===== src/rtl/sdma_pkg.sv =====
package sdma_pkg;

  typedef enum logic [1:0] {
    SD_IDLE  = 2'd0,
    SD_LEAD  = 2'd1,
    SD_FETCH = 2'd2,
    SD_STORE = 2'd3
  } sdma_state_e;

  // Halted cycles of one copy: lead-in, optional alignment, read/write pairs.
  function automatic int unsigned sdma_xfer_cycles(input int unsigned nbytes,
                                                    input logic odd_start);
    return 2 * nbytes + 1 + (odd_start ? 32'd1 : 32'd0);
  endfunction

endpackage


===== src/rtl/sdma_seq.sv =====
module sdma_seq
  import sdma_pkg::*;
(
  input  logic clk,
  input  logic rst,
  input  logic accept,
  input  logic cyc_odd,
  input  logic last_idx,
  output logic rd_fire,
  output logic wr_fire,
  output logic done,
  output logic halt
);

  sdma_state_e state_q, state_d;

  always_comb begin
    rd_fire = (state_q == SD_FETCH) && !cyc_odd;
    wr_fire = (state_q == SD_STORE);
    halt    = (state_q != SD_IDLE);
  end

  always_comb begin
    state_d = state_q;
    unique case (state_q)
      SD_IDLE:  if (accept) state_d = SD_LEAD;
      SD_LEAD:  state_d = SD_FETCH;
      SD_FETCH: if (!cyc_odd) state_d = SD_STORE;
      SD_STORE: state_d = last_idx ? SD_IDLE : SD_FETCH;
      default:  state_d = SD_IDLE;
    endcase
  end

  always_ff @(posedge clk) begin
    if (rst) begin
      state_q <= SD_IDLE;
      done    <= 1'b0;
    end else begin
      state_q <= state_d;
      done    <= wr_fire && last_idx;
    end
  end

endmodule


===== src/rtl/sdma_index.sv =====
module sdma_index #(
  parameter int PAGE_W     = 8,
  parameter int CNT_W      = 8,
  parameter int XFER_BYTES = 256
) (
  input  logic              clk,
  input  logic              rst,
  input  logic              accept,
  input  logic [PAGE_W-1:0] page_in,
  input  logic              wr_fire,
  output logic [PAGE_W-1:0] page_q,
  output logic [CNT_W-1:0]  idx_q,
  output logic              last_idx
);

  localparam logic [CNT_W-1:0] LAST = CNT_W'(XFER_BYTES - 1);

  always_comb last_idx = (idx_q == LAST);

  always_ff @(posedge clk) begin
    if (rst) begin
      page_q <= '0;
      idx_q  <= '0;
    end else if (accept) begin
      page_q <= page_in;
      idx_q  <= '0;
    end else if (wr_fire) begin
      idx_q  <= idx_q + 1'b1;
    end
  end

endmodule


===== src/rtl/sdma_hold.sv =====
module sdma_hold #(
  parameter int DATA_W = 8
) (
  input  logic              clk,
  input  logic              rst,
  input  logic              load,
  input  logic [DATA_W-1:0] d,
  output logic [DATA_W-1:0] q
);

  always_ff @(posedge clk) begin
    if (rst)       q <= '0;
    else if (load) q <= d;
  end

endmodule


===== src/rtl/sprite_dma.sv =====
module sprite_dma #(
  parameter int ADDR_W     = 16,
  parameter int DATA_W     = 8,
  parameter int XFER_BYTES = 256
) (
  input  logic              clk,
  input  logic              rst,
  input  logic              trig_wr,
  input  logic [DATA_W-1:0] trig_data,
  input  logic              cyc_odd,
  output logic              bus_rd,
  output logic [ADDR_W-1:0] bus_addr,
  input  logic [DATA_W-1:0] bus_rdata,
  output logic              spr_wr,
  output logic [DATA_W-1:0] spr_wdata,
  output logic              halt,
  output logic              done
);

  localparam int CNT_W  = $clog2(XFER_BYTES);
  localparam int PAGE_W = ADDR_W - CNT_W;

  function automatic logic [ADDR_W-1:0] src_addr(input logic [PAGE_W-1:0] pg,
                                                 input logic [CNT_W-1:0]  ix);
    return {pg, ix};
  endfunction

  // Named internal events, observed by the bound checker.
  logic              accept;
  logic              rd_fire;
  logic              wr_fire;
  logic              last_idx;
  logic [PAGE_W-1:0] page_in;
  logic [PAGE_W-1:0] page_q;
  logic [CNT_W-1:0]  idx_q;

  generate
    if (PAGE_W <= DATA_W) begin : g_page_trunc
      assign page_in = trig_data[PAGE_W-1:0];
    end else begin : g_page_ext
      assign page_in = {{(PAGE_W-DATA_W){1'b0}}, trig_data};
    end
  endgenerate

  assign accept = trig_wr && !halt;

  sdma_seq u_seq (
    .clk      (clk),
    .rst      (rst),
    .accept   (accept),
    .cyc_odd  (cyc_odd),
    .last_idx (last_idx),
    .rd_fire  (rd_fire),
    .wr_fire  (wr_fire),
    .done     (done),
    .halt     (halt)
  );

  sdma_index #(
    .PAGE_W     (PAGE_W),
    .CNT_W      (CNT_W),
    .XFER_BYTES (XFER_BYTES)
  ) u_index (
    .clk      (clk),
    .rst      (rst),
    .accept   (accept),
    .page_in  (page_in),
    .wr_fire  (wr_fire),
    .page_q   (page_q),
    .idx_q    (idx_q),
    .last_idx (last_idx)
  );

  sdma_hold #(.DATA_W(DATA_W)) u_hold (
    .clk  (clk),
    .rst  (rst),
    .load (rd_fire),
    .d    (bus_rdata),
    .q    (spr_wdata)
  );

  assign bus_rd   = rd_fire;
  assign spr_wr   = wr_fire;
  assign bus_addr = src_addr(page_q, idx_q);

endmodule


===== config.mk =====
export PLATFORM = sky130hd
export DESIGN_NAME = sprite_dma
export DESIGN_NICKNAME = d
export VERILOG_FILES = /design/src/rtl/sdma_pkg.sv /design/src/rtl/sdma_seq.sv /design/src/rtl/sdma_index.sv /design/src/rtl/sdma_hold.sv /design/src/rtl/sprite_dma.sv
export SDC_FILE = /design/constraint.sdc
export NUM_CORES = 1
export LEC_CHECK = 0
export ABC_AREA = 1
export BUFFER_PORTS_ARGS = -buffer_cell sky130_fd_sc_hd__buf_2
export CAP_MARGIN = 25
export CORE_MARGIN = 1
export CORE_UTILIZATION = 49
export DETAILED_ROUTE_END_ITERATION = 12
export PLACE_DENSITY = 0.82
export SYNTH_ARGS = -nofsm -noshare
export SYNTH_HDL_FRONTEND = slang
export SYNTH_HIERARCHICAL = 1
export SYNTH_SLANG_ARGS = --single-unit

===== constraint.sdc =====
create_clock -name clk -period 2.8 [get_ports clk]
set_input_delay 0.56 -clock clk [delete_from_list [all_inputs] [get_ports clk]]
set_output_delay 0.56 -clock clk [all_outputs]
set_load 0.01 [all_outputs]

==> results_dict.tcl <==
set metrics [dict create \
    syn_area_per_cell_um2 7.15 \
    grt_max_degree 18 \
    vdd_ir_drop_max_uv 320 \
    diodes 0 \
    yosys.area_share.adder_pct 1.12 \
    p_per_area_nw_per_um2 504 \
    synthTopCellsByArea "dfxtp_1, nand2_1, nor2_1" \
    cts_resized 0 \
    fmax_ghz 0.504 \
    start_util_pct 54.7 \
    p_switching_uw 190 \
    required_ps 2240 \
    synth-compound-area-share_pct 7.96 \
    fin_crit_ps 1990 \
    crit_arrival_ps 1430 \
    cts_root_buffer "clkbuf_4" \
    status "finished, final reports clean" \
    ys_warn_count 6 \
    hp-class "flip-flop to flip-flop" \
    ctsHoldBuffers 0 \
    drc 0 \
    htreeDepth 1 \
    core-area_um2 2040 \
    rsz0062_at_grt "false" \
    numPortBuffers 47 \
    setup_tns_ps 0 \
    fin_skew_ps 3.63 \
    drv_cap 0 \
    synth_seq_cells 27 \
    p_leak_uw 0.000723 \
    startpoint_type "flip-flop" \
    ys_types 17 \
    drt-wirelength-per-cell_um 9.87 \
    maxSlewHeadroom_pct 67.3 \
    synth_top_area_cell "dfxtp_1" \
    synth.cell_area_um2 1120 \
    power_frac_seq_pct 60.0 \
    p_clk_share_pct 23.1 \
    drt.antenna.violating_nets 0 \
    drive_above_1_share_pct 29.1 \
    critPathLaunch "u_seq/state_q[1]" \
    endpoint_kind "output port" \
    cts_sinks 27 \
    synth_xor_area_share_pct 0 \
    place_congestion 0.751 \
    area_growth_pct 23.7 \
    cts_tree "done" \
    hold_viol 0 \
    critPathMaxFanout 17 \
    maxSlewViolCount 0 \
    r2r_start "u_seq/state_q[0]" \
    antenna_found_initial 0 \
    viasPerCell 4.59 \
    cts_buffer_depth 2 \
    cts_buffers 3 \
    grt_use_total_pct 19.3 \
    worst_slack_ps 814 \
    tightest_slew_ps 490 \
    holdCritStartpoint "u_index/page_q[5]" \
    dp_hpwl_um 1770 \
    wl_um 2270 \
    power_frac_comb_pct 16.9 \
    yosys-mux-area-fraction_pct 0 \
    synth_top_family_by_area "simple AND/OR/NAND/NOR gates" \
    synth_top_area_share_pct 48.4 \
    gr-total-overflow 0 \
    routed-via-count 1056 \
    cts_setup_buffers 0 \
    die_area_um2 2470 \
    grt_first_pass_wirelength_um 3680 \
    grt_pass1_vias 936 \
    setup_viol 0 \
    p_int_uw 505 \
    crit_type "flip-flop to output port" \
    seq_area_frac_synth_pct 48.4 \
    die-width_um 49.7 \
    firstDrtPassIters 4 \
    post-route-period-util_pct 70.9 \
    clk_pin_slew_ps 140 \
    pre_cts_slack_ps 832 \
    drtIter0Drc 18 \
    synthSimpleGateAreaFrac_pct 32.8 \
    die_h_um 49.7 \
    syn_inst 156 \
    syn_nets 177 \
    clkLatencyLatePin_ps 310 \
    layout.nets 225 \
    io_pins 48 \
    sw_frac_of_total_pct 27.3 \
    row_count 16 \
]
[critical path, stage by stage (launching register included)]
cell	delay, ps
dfxtp_1	400
nand3b_1	130
inv_1	370
buf_2	220
[Yosys cell counts (all sizes together)]
master  count
nand3b      1
nand3       3
inv        20
buf         4
nand4       1
ha          1
nor2       33
nand2      47
dfxtp      27
nor3        2
o21ai       3
a21oi      14
[per-layer routing]
layer  wire length [µm]  global-route usage (%)
met5                  0                       0
met3                 86                    2.78
met2               1090                    34.7
met1               1080                    22.7
met4                 15                    7.62
[stage by stage]
step / instances / util (%) / power [µW] / cell area, µm² / hold slack, ps
2_1_floorplan: 156 / - / 501 / 1120 / 482
3_3_place_gp: 226 / 66.2 / 537 / 1350 / 447
3_5_place_dp: 226 / 66.2 / 544 / 1350 / 456
4_1_cts: 230 / 67.6 / 703 / 1380 / 472
5_1_grt: 230 / 67.6 / 732 / 1380 / 468
6_report: 230 / 67.6 / 695 / 1380 / 471
[worst paths after layout]
| path | to | slack (ps) | depth (start not counted) |
|---|---|---|---|
| setup / recovery | bus_rd | 810 | 3 |
| hold / removal | u_index/page_q[5] | 470 | 2 |
| hold reg to reg | u_index/page_q[5] | 470 | 2 |
| setup reg to reg | u_index/page_q[2] | 1230 | 6 |
[flip-flops by register name (all words and copies together), names as in the netlist]
| register | count |
|---|---|
| u_hold/q | 8 |
| u_index/idx_q | 8 |
| u_index/page_q | 8 |
| u_seq/done | 1 |
| u_seq/state_q | 2 |
[power groups by stage]
stage	registers, µW	clock network (µW)	logic (µW)
after detailed placement	426	0	118
final	417	160	118
after CTS	417	168	118
after global routing	420	179	133
after floorplan	433	0	68.2
after global placement	424	0	113
[logic make-up (layout without fill, tap and decap cells)]
| family | count (synthesis) | count (layout) |
|---|---|---|
| AO/OA/AOI/OAI | 17 | 17 |
| adder cells (fa/ha/maj) | 1 | 1 |
| buffers and inverters | 24 | 71 |
| flip-flops | 27 | 27 |
| AND/OR/NAND/NOR | 87 | 87 |
[placed cells by master, fill, tap and decap left out, types with 3 or more instances in the layout]
cell and count:
o21ai_0 3, a21oi_1 13, nor2_1 28, nor2_2 3
clkbuf_4 3, inv_1 20, nand2_1 45, nand3_1 3
dfxtp_1 27, buf_2 47
[final cells by class]
cell class / count / area (µm²)
clock buffer: 3 / 22.5
clock inverter: 1 / 5.00
fill: 206 / 662
inverter: 20 / 75.1
multi-input combinational: 105 / 468
sequential: 27 / 541
tap: 27 / 33.8
timing repair buffer: 47 / 235
Note: power is estimated with default switching activity, not from simulation.
